==> config.mk <==
export PLATFORM = sky130hd
export DESIGN_NAME = gpio_edge_ctrl
export DESIGN_NICKNAME = d
export VERILOG_FILES = /design/src/rtl/gpio_edge_pkg.sv /design/src/rtl/gpio_pin_sync.sv /design/src/rtl/gpio_edge_bank.sv /design/src/rtl/gpio_edge_ctrl.sv
export SDC_FILE = /design/constraint.sdc
export NUM_CORES = 1
export LEC_CHECK = 0
export BUFFER_PORTS_ARGS = -buffer_cell sky130_fd_sc_hd__buf_2
export CAP_MARGIN = 20
export CORE_MARGIN = 4
export CORE_UTILIZATION = 53
export CTS_CLUSTER_DIAMETER = 150
export CTS_CLUSTER_SIZE = 8
export DETAILED_ROUTE_END_ITERATION = 10
export PLACE_DENSITY = 0.71
export SYNTH_ARGS = -nofsm -noshare
export SYNTH_HDL_FRONTEND = slang
export SYNTH_SLANG_ARGS = --single-unit
==> constraint.sdc <==
create_clock -name clk -period 1.8 [get_ports clk]
set_input_delay 0.09 -clock clk [delete_from_list [all_inputs] [get_ports clk]]
set_output_delay 0.09 -clock clk [all_outputs]
set_load 0.1 [all_outputs]
==> src/rtl/gpio_edge_pkg.sv <==
package gpio_edge_pkg;
  // register classes; the word address is class * (banks*4) + bank*4
  typedef enum logic [2:0] {
    CLS_LEVEL = 3'd0,
    CLS_DIR   = 3'd1,
    CLS_SET   = 3'd2,
    CLS_CLR   = 3'd3,
    CLS_RISE  = 3'd4,
    CLS_FALL  = 3'd5,
    CLS_STAT  = 3'd6,
    CLS_NONE  = 3'd7
  } reg_cls_e;
endpackage

==> src/rtl/gpio_pin_sync.sv <==
module gpio_pin_sync #(
  parameter int WIDTH = 32
) (
  input  logic             clk,
  input  logic             rst,
  input  logic [WIDTH-1:0] pin_async,
  output logic [WIDTH-1:0] lvl_sync,
  output logic [WIDTH-1:0] lvl_prev
);
  logic [WIDTH-1:0] meta_q;

  always_ff @(posedge clk) begin
    if (rst) begin
      meta_q   <= '0;
      lvl_sync <= '0;
      lvl_prev <= '0;
    end else begin
      meta_q   <= pin_async;
      lvl_sync <= meta_q;
      lvl_prev <= lvl_sync;
    end
  end
endmodule

==> src/rtl/gpio_edge_bank.sv <==
module gpio_edge_bank
  import gpio_edge_pkg::*;
#(
  parameter int WIDTH = 32
) (
  input  logic             clk,
  input  logic             rst,
  input  logic             wr_en,
  input  reg_cls_e         wr_cls,
  input  logic [WIDTH-1:0] wdata,
  input  logic [WIDTH-1:0] lvl_sync,
  input  logic [WIDTH-1:0] lvl_prev,
  output logic [WIDTH-1:0] dir_q,
  output logic [WIDTH-1:0] out_q,
  output logic [WIDTH-1:0] rise_q,
  output logic [WIDTH-1:0] fall_q,
  output logic [WIDTH-1:0] stat_q
);
  logic [WIDTH-1:0] hits;
  logic [WIDTH-1:0] clr_mask;
  logic [WIDTH-1:0] stat_next;
  logic             stat_wr;

  assign hits      = (rise_q & lvl_sync & ~lvl_prev) | (fall_q & ~lvl_sync & lvl_prev);
  assign stat_wr   = wr_en && (wr_cls == CLS_STAT);
  assign clr_mask  = stat_wr ? wdata : '0;
  // a fresh edge outranks a clear of the same bit
  assign stat_next = (stat_q & ~clr_mask) | hits;

  always_ff @(posedge clk) begin
    if (rst) begin
      dir_q  <= '0;
      out_q  <= '0;
      rise_q <= '0;
      fall_q <= '0;
      stat_q <= '0;
    end else begin
      stat_q <= stat_next;
      if (wr_en) begin
        case (wr_cls)
          CLS_DIR:  dir_q  <= wdata;
          CLS_SET:  out_q  <= out_q | wdata;
          CLS_CLR:  out_q  <= out_q & ~wdata;
          CLS_RISE: rise_q <= wdata;
          CLS_FALL: fall_q <= wdata;
          default:  ;
        endcase
      end
    end
  end

  AST_STAT_STICKY: assert property (@(posedge clk) disable iff (rst)
    !stat_wr |=> ((stat_q & $past(stat_q)) == $past(stat_q)));
  AST_STAT_W1C: assert property (@(posedge clk) disable iff (rst)
    (stat_wr && hits == '0) |=> (stat_q == ($past(stat_q) & ~$past(wdata))));
  AST_EDGE_WINS: assert property (@(posedge clk) disable iff (rst)
    (hits != '0) |=> ((stat_q & $past(hits)) == $past(hits)));
  AST_SET_OUT: assert property (@(posedge clk) disable iff (rst)
    (wr_en && wr_cls == CLS_SET) |=> ((out_q & $past(wdata)) == $past(wdata)));
  AST_CLR_OUT: assert property (@(posedge clk) disable iff (rst)
    (wr_en && wr_cls == CLS_CLR) |=> ((out_q & $past(wdata)) == '0));
endmodule

==> src/rtl/gpio_edge_ctrl.sv <==
module gpio_edge_ctrl
  import gpio_edge_pkg::*;
#(
  parameter int NUM_PINS = 64,
  parameter int WORD_W   = 32
) (
  input  logic                clk,
  input  logic                rst,
  input  logic                bus_valid,
  input  logic                bus_write,
  input  logic [5:0]          bus_addr,
  input  logic [WORD_W-1:0]   bus_wdata,
  output logic [WORD_W-1:0]   bus_rdata,
  output logic                bus_rvalid,
  input  logic [NUM_PINS-1:0] pin_in,
  output logic [NUM_PINS-1:0] pin_out,
  output logic [NUM_PINS-1:0] pin_oe,
  output logic                irq
);
  localparam int NUM_BANKS = NUM_PINS / WORD_W;
  localparam int BANK_W    = (NUM_BANKS > 1) ? $clog2(NUM_BANKS) : 1;
  localparam int CLS_W     = 3;

  logic [WORD_W-1:0] sync_b [NUM_BANKS];
  logic [WORD_W-1:0] prev_b [NUM_BANKS];
  logic [WORD_W-1:0] dir_b  [NUM_BANKS];
  logic [WORD_W-1:0] out_b  [NUM_BANKS];
  logic [WORD_W-1:0] rise_b [NUM_BANKS];
  logic [WORD_W-1:0] fall_b [NUM_BANKS];
  logic [WORD_W-1:0] stat_b [NUM_BANKS];
  logic [NUM_BANKS-1:0] bank_any;

  reg_cls_e          sel_cls;
  logic [BANK_W-1:0] sel_bank;
  logic              any_stat;
  logic [WORD_W-1:0] rd_word;

  assign sel_bank = bus_addr[2 +: BANK_W];
  assign sel_cls  = reg_cls_e'(bus_addr[2 + BANK_W +: CLS_W]);

  for (genvar b = 0; b < NUM_BANKS; b++) begin : g_bank
    logic bank_wr;
    assign bank_wr = bus_valid && bus_write && (sel_bank == BANK_W'(b));

    gpio_pin_sync #(.WIDTH(WORD_W)) u_sync (
      .clk       (clk),
      .rst       (rst),
      .pin_async (pin_in[b*WORD_W +: WORD_W]),
      .lvl_sync  (sync_b[b]),
      .lvl_prev  (prev_b[b])
    );

    gpio_edge_bank #(.WIDTH(WORD_W)) u_bank (
      .clk      (clk),
      .rst      (rst),
      .wr_en    (bank_wr),
      .wr_cls   (sel_cls),
      .wdata    (bus_wdata),
      .lvl_sync (sync_b[b]),
      .lvl_prev (prev_b[b]),
      .dir_q    (dir_b[b]),
      .out_q    (out_b[b]),
      .rise_q   (rise_b[b]),
      .fall_q   (fall_b[b]),
      .stat_q   (stat_b[b])
    );

    assign pin_out[b*WORD_W +: WORD_W] = out_b[b];
    assign pin_oe[b*WORD_W +: WORD_W]  = dir_b[b];
    assign bank_any[b] = |stat_b[b];
  end

  assign any_stat = |bank_any;

  always_comb begin
    rd_word = '0;
    for (int b = 0; b < NUM_BANKS; b++) begin
      if (sel_bank == BANK_W'(b)) begin
        case (sel_cls)
          CLS_LEVEL: rd_word = sync_b[b];
          CLS_DIR:   rd_word = dir_b[b];
          CLS_RISE:  rd_word = rise_b[b];
          CLS_FALL:  rd_word = fall_b[b];
          CLS_STAT:  rd_word = stat_b[b];
          default:   rd_word = '0;
        endcase
      end
    end
  end

  always_ff @(posedge clk) begin
    if (rst) begin
      bus_rdata  <= '0;
      bus_rvalid <= 1'b0;
      irq        <= 1'b0;
    end else begin
      bus_rvalid <= bus_valid && !bus_write;
      if (bus_valid && !bus_write) bus_rdata <= rd_word;
      irq <= any_stat;
    end
  end

  AST_IRQ_RISE: assert property (@(posedge clk) disable iff (rst)
    any_stat |=> irq);
  AST_IRQ_FALL: assert property (@(posedge clk) disable iff (rst)
    !any_stat |=> !irq);
  AST_READ_ACK: assert property (@(posedge clk) disable iff (rst)
    (bus_valid && !bus_write) |=> bus_rvalid);
  AST_WRITE_NO_ACK: assert property (@(posedge clk) disable iff (rst)
    !(bus_valid && !bus_write) |=> !bus_rvalid);
  AST_SETCLR_READ_ZERO: assert property (@(posedge clk) disable iff (rst)
    (bus_valid && !bus_write && (sel_cls == CLS_SET || sel_cls == CLS_CLR))
      |=> (bus_rdata == '0));
endmodule

==> metrics, run 1 <==
status=finished, final reports clean; fraction of layout cells with a size suffix above 1=19.9%; static leakage=9.92 nW; antenna cells=0; Tot Pwr=27.3 mW; final WL=68800 um; Cells after Synth=2270; Hold Path Depth=3; Setup TNS=0 ns; drt drc=0; DP Worst Slack=0.0624 ns; number of synthesized register bits=546; Initial Util=53.5%; Clock Skews=0.0189 ns; DR vias/cell=6.05; largest net degree at the start of global routing=216; Cell Pwr Density=1030 mW/mm2; Max Clk Rate=588 MHz; cell total after placement=2944; Worst Path Class, Setup=register to register; synth top area cells=dfxtp_1, nand2_1, a21oi_1; average wire per standard cell=22.0 um; Top FF cell, synth=dfxtp_1; final net count=2706; Synth area leader=dfxtp_1; final setup fails=0; dpl hpwl=43900 um; post-layout min period=1.70 ns; cell depth of the worst flop-to-flop path=5; # IOs=268; Total GRT Usage=30.3%; CP startpoint kind=register; 1st-pass router iterations=6; total congestion overflow=0; syn_nets=2376; Distinct cells, synth=39; Synth top area share=51.5%; cells along the critical path=nor4_1 > buf_4 > nand4_1 > nor4_1 > nor2_1; Worst EP arrival=2.14 ns; Slew Limit Fails=0; post-synthesis sequential area ratio=51.5%; clk sink count=546; Port Buffers=265; Tightest Hold Check Type=primary input to register; Final ANT Viol Nets=0; chip height=208 um; critical path's most frequent cell=nor4_1; YS warnings=0; Post-CTS Setup Bufs=0; first-pass GRT wire length=105000 um; worst path bufs/invs=1; synthesized cell area=0.0212 mm2; core area=0.0396 mm2; Gates resized, CTS repair=0; TritonCTS clock tree=built; asr flop ratio synth=0%; Area growth syn-to-layout=24.5%; Post-Syn Area per Cell=9.34 um2; Row Count=73; maxcap violations=0; CP Max Fanout=3; Worst Setup End Kind=register; CTS Buffer Depth=3; die width=208 um; final worst slack=0.0998 ns; top post-synthesis cells by count=dfxtp_1, nand2_1, a21oi_1, nor2b_1, clkbuf_1; DIE AREA=0.0433 mm2; Max-slew headroom=22.5%; worst-case hold slack=0.0894 ns; Vias=18900; RSZ-0062 raised after global routing=false; Data required, critical path=2.24 ns; Worst-path clk slew=0.05 ns; final cell count without fillers=3127; clock insertion delay at the later pin of the skew report=0.58 ns; slowest stage delay, CP=0.60 ns; Root Driver=clkbuf_16; vias in the first global route=18600; EDFF count, synth=0; slowest CP cell=nor4_1; final hold vios=0; most common cell in the synthesized netlist=dfxtp_1; worst vdd ir=0.689 mV; CTS buffer count=78; Slew @ Worst Pin=1.16 ns; crit share post-route=94.5%; H-tree levels=3; initial antenna violation count=2; Iter 0 DRT Violations=2147; Stages on worst setup path=5; RePlAce Congestion=0.894; Top delay family on crit path=simple AND/OR/NAND/NOR gates
-- timing repair --
| item | in CTS | in global routing |
|---|---|---|
| endpoints found under the hold margin | 324 | 0 |
| setup endpoints to repair | 0 | 0 |
| hold buffers | 101 | 0 |
-- where the power goes --
part           leakage (nW)  switching (mW)  internal, mW
clock network          1.00            4.87          7.82
registers              4.44           0.155          12.4
logic                  4.48            1.34         0.712
-- per-stage QoR --
step	utilization [%]	cell area, um2
2_1_floorplan	-	21200
3_3_place_gp	58.9	23400
3_5_place_dp	58.9	23400
4_1_cts	66.6	26400
5_1_grt	66.6	26400
6_report	66.6	26400
-- worst paths after layout --
| path | end | slack, ns | startpoint |
|---|---|---|---|
| min reg2reg | g_bank[1].u_sync.lvl_sync[25] | 0.43 | g_bank[1].u_sync.meta_q[25] |
| max reg2reg | irq | 0.1 | g_bank[1].u_bank.stat_q[17] |
| min | register | 0.09 | bus_addr[3] |
| max | irq | 0.1 | g_bank[1].u_bank.stat_q[17] |
-- logic make-up (layout without fill, tap and decap cells) --
kind of cell / after synthesis / after routing / synth area share (%)
buffers and inverters: 244 / 576 / 4.90
multiplexers: 99 / 99 / 5.84
flip-flops: 546 / 546 / 51.5
AO/OA/AOI/OAI: 609 / 609 / 18.5
AND/OR/NAND/NOR: 772 / 772 / 19.2
-- final cells by class --
| cell class | instances | area [um2] |
|---|---|---|
| Fill cell | 3135 | 13200 |
| Sequential cell | 546 | 10900 |
| Multi-Input combinational cell | 1480 | 9300 |
| Timing Repair Buffer | 458 | 3320 |
| Clock buffer | 81 | 2030 |
| Tap cell | 525 | 657 |
| Inverter | 36 | 135 |
| Clock inverter | 1 | 8.76 |
-- per-layer routing --
| layer | up-vias | part of all wire (%) | GRT usage (%) |
|---|---|---|---|
| met3 | 181 | 9.2 | 5.67 |
| li1 | 8682 | - | - |
| met4 | 4 | 3.7 | 11.1 |
| met2 | 1014 | 46 | 49.7 |
| met1 | 9041 | 41 | 40.2 |
| met5 | - | 0.039 | 0 |
-- tightest hold or removal path: stages --
cell      delay, ns
buf_6          0.16
buf_12         0.23
a311oi_1       0.11
-- cells in the final DEF, fill, tap and decap left out, types with 2 or more instances in the layout --
| cell | n |
|---|---|
| mux2i_1 | 36 |
| nor2_4 | 2 |
| nor4_1 | 17 |
| a32o_1 | 32 |
| buf_12 | 22 |
| mux4_2 | 15 |
| a22oi_1 | 46 |
| dlygate4sd3_1 | 101 |
| dfxtp_2 | 15 |
| mux2_1 | 11 |
| dfxtp_1 | 531 |
| a221o_1 | 31 |
| a21oi_1 | 256 |
| mux2_2 | 37 |
| a31oi_1 | 64 |
| clkbuf_16 | 81 |
| buf_2 | 262 |
| nand2_1 | 386 |
| nand3_1 | 7 |
| inv_1 | 35 |
| nor3_4 | 6 |
| buf_4 | 71 |
| o21ai_0 | 79 |
| nand4_1 | 4 |
| a311oi_1 | 64 |
| o221ai_1 | 33 |
| nand2b_1 | 3 |
| and3b_1 | 2 |
| nand3b_1 | 144 |
| nor2b_1 | 196 |
Note: power is estimated with default switching activity, not from simulation.
==> inputs of run 2 (changes only) <==
- RECOVER_POWER: default -> 50
==> run 2 against run 1 <==
Net effect: routed wire length hardly changed; core utilization down 0.10 points; clock power barely moved; fmax up 1.5%; die area is the same; cell count unchanged; sequential share of layout area grew 0.063 points; power about the same; highest routed layer unchanged.
==> metrics, run 2 (same netlist as run 1, synthesis figures left out) <==
Cell Pwr Density=1030 mW/mm2 (about the same); drt drc=0 (unchanged); final net count=2706 (unchanged); RePlAce Congestion=0.894 (unchanged); final cell count without fillers=3127 (unchanged); Worst Path Class, Setup=primary input to register; final hold vios=0 (unchanged); crit share post-route=93.1% (-1.4 points); CTS Buffer Depth=3 (unchanged); average wire per standard cell=22.0 um (about the same); highest routed metal layer=met5; Initial Util=53.5% (unchanged); Post-CTS Setup Bufs=0 (unchanged); Slew Limit Fails=0 (unchanged); sw frac=23.3% (-0.038 points); commonest non-fill, non-tap cells in the layout=dfxtp_1, nand2_1, buf_2; Gates resized, CTS repair=0 (unchanged); chip height=208 um (unchanged); final WL=68800 um (about the same); TritonCTS clock tree=built; final setup fails=0 (unchanged); Setup TNS=0 ns (unchanged); DIE AREA=0.0433 mm2 (unchanged); worst vdd ir=0.688 mV (about the same); Total GRT Usage=30.3% (unchanged); Pint=20.9 mW (about the same); 1st-pass router iterations=6 (unchanged); Max-slew headroom=17.5% (-5.0 points); first-pass GRT wire length=105000 um (unchanged); combinational power share=7.5% (about the same); maxcap violations=0 (unchanged); status=finished, final reports clean; total congestion overflow=0 (unchanged); dpl hpwl=43900 um (unchanged); met2 routed WL=32100 um (+0.39%); CP Max Fanout=17 (+14); DR vias/cell=6.04 (-0.13%); post-layout min period=1.68 ns (-0.0247 ns); clock insertion delay at the later pin of the skew report=0.58 ns (about the same); Clock Power Share=46.5% (about the same); # IOs=268 (unchanged); Root Driver=clkbuf_16; CP startpoint kind=primary input; final worst slack=0.124 ns (+0.0247 ns); NetSw=6.34 mW (-0.24%); Seq pwr share=46.0% (about the same); Iter 0 DRT Violations=2218 (+3.3%); initial antenna violation count=2 (unchanged); most common cell after layout, fill and taps aside=dfxtp_1; die width=208 um (unchanged); Worst EP arrival=2.17 ns (+0.03 ns); clk sink count=546 (unchanged); M1 wire length=28300 um (+1.3%); Worst-path clk slew=0.05 ns (about the same); Vias=18900 (-0.13%); Area growth syn-to-layout=24.3%; Slew @ Worst Pin=1.24 ns (+0.0759 ns); Port Buffers=265 (unchanged); Clock Skews=0.0187 ns (-0.000173 ns); fin util=66.5% (-0.10 points); Row Count=73 (unchanged); Hold Buf Count CTS=101 (unchanged); DP Worst Slack=0.0624 ns (unchanged); CTS buffer count=78 (unchanged); met3 routed WL=6070 um (-4.0%); cell total after placement=2944 (unchanged); Worst Setup End Kind=register; static leakage=9.90 nW (-0.26%); H-tree levels=3 (unchanged); Max Clk Rate=597 MHz (+1.5%); largest net degree at the start of global routing=216 (unchanged); core area=0.0396 mm2 (unchanged); antenna cells=0 (unchanged); Final ANT Viol Nets=0 (unchanged); Tightest Hold Check Type=primary input to register; Data required, critical path=2.29 ns (+0.05 ns); vias in the first global route=18600 (unchanged); fraction of layout cells with a size suffix above 1=19.7% (-0.19 points); RSZ-0062 raised after global routing=false
run 2: cell count changes in the layout (fill, tap and decap cells not counted):
cell      delta
clkbuf_4     +1
buf_4        -7
clkbuf_2     +3
buf_6        +1
nor3_1       +1
clkbuf_1     +4
nor3_4       -1
buf_2        -1
buf_12       -1
run 2: critical path: stages:
cell,delay (ns)
buf_6,0.16
buf_4,0.23
and3b_1,0.25
nand2_1,0.10
clkbuf_1,0.82
o21ai_0,0.28
a31oi_1,0.21
run 2: path summary, 6_finish.rpt:
path,endpoint,slack [ns],from,cells past startpoint
setup / recovery,g_bank[1].u_bank.stat_q[9],0.12,bus_addr[3],7
hold / removal,register,0.09,bus_addr[3],3
setup reg to reg,irq,0.16,g_bank[1].u_bank.stat_q[17],5
hold reg to reg,g_bank[1].u_sync.lvl_sync[25],0.43,g_bank[1].u_sync.meta_q[25],1
run 2: cell type report:
cell class                      count  area (um2)
Clock buffer                       81        2030
Timing Repair Buffer              458        3290
Multi-Input combinational cell   1480        9290
Fill cell                        3147       13300
Inverter                           36         135
Tap cell                          525         657
Sequential cell                   546       10900
Clock inverter                      1        8.76
run 2: stage by stage:
step | instance area, um2 | hold slack [ns] | total power, mW
2_1_floorplan | 21200 | 0.174 | 13.9
3_3_place_gp | 23400 | 0.300 | 14.6
3_5_place_dp | 23400 | 0.302 | 14.6
4_1_cts | 26400 | 0.0602 | 27.3
5_1_grt | 26400 | 0.0960 | 28.0
6_report | 26400 | 0.0886 | 27.2
run 2: power groups by stage:
| stage | clock, mW | sequential, mW | combinational (mW) |
|---|---|---|---|
| 3_3_place_gp | 0 | 12.7 | 1.82 |
| 4_1_cts | 12.8 | 12.5 | 2.01 |
| 3_5_place_dp | 0 | 12.7 | 1.84 |
| 2_1_floorplan | 0 | 13.0 | 0.913 |
| 6_report | 12.7 | 12.5 | 2.04 |
| 5_1_grt | 13.3 | 12.5 | 2.14 |
run 2: per-layer routing:
metal  GRT usage, %  up-vias
li1               -     8689
met1           40.2     9080
met2           49.7      953
met3           5.67      171
met4           11.1        4
met5              0        -
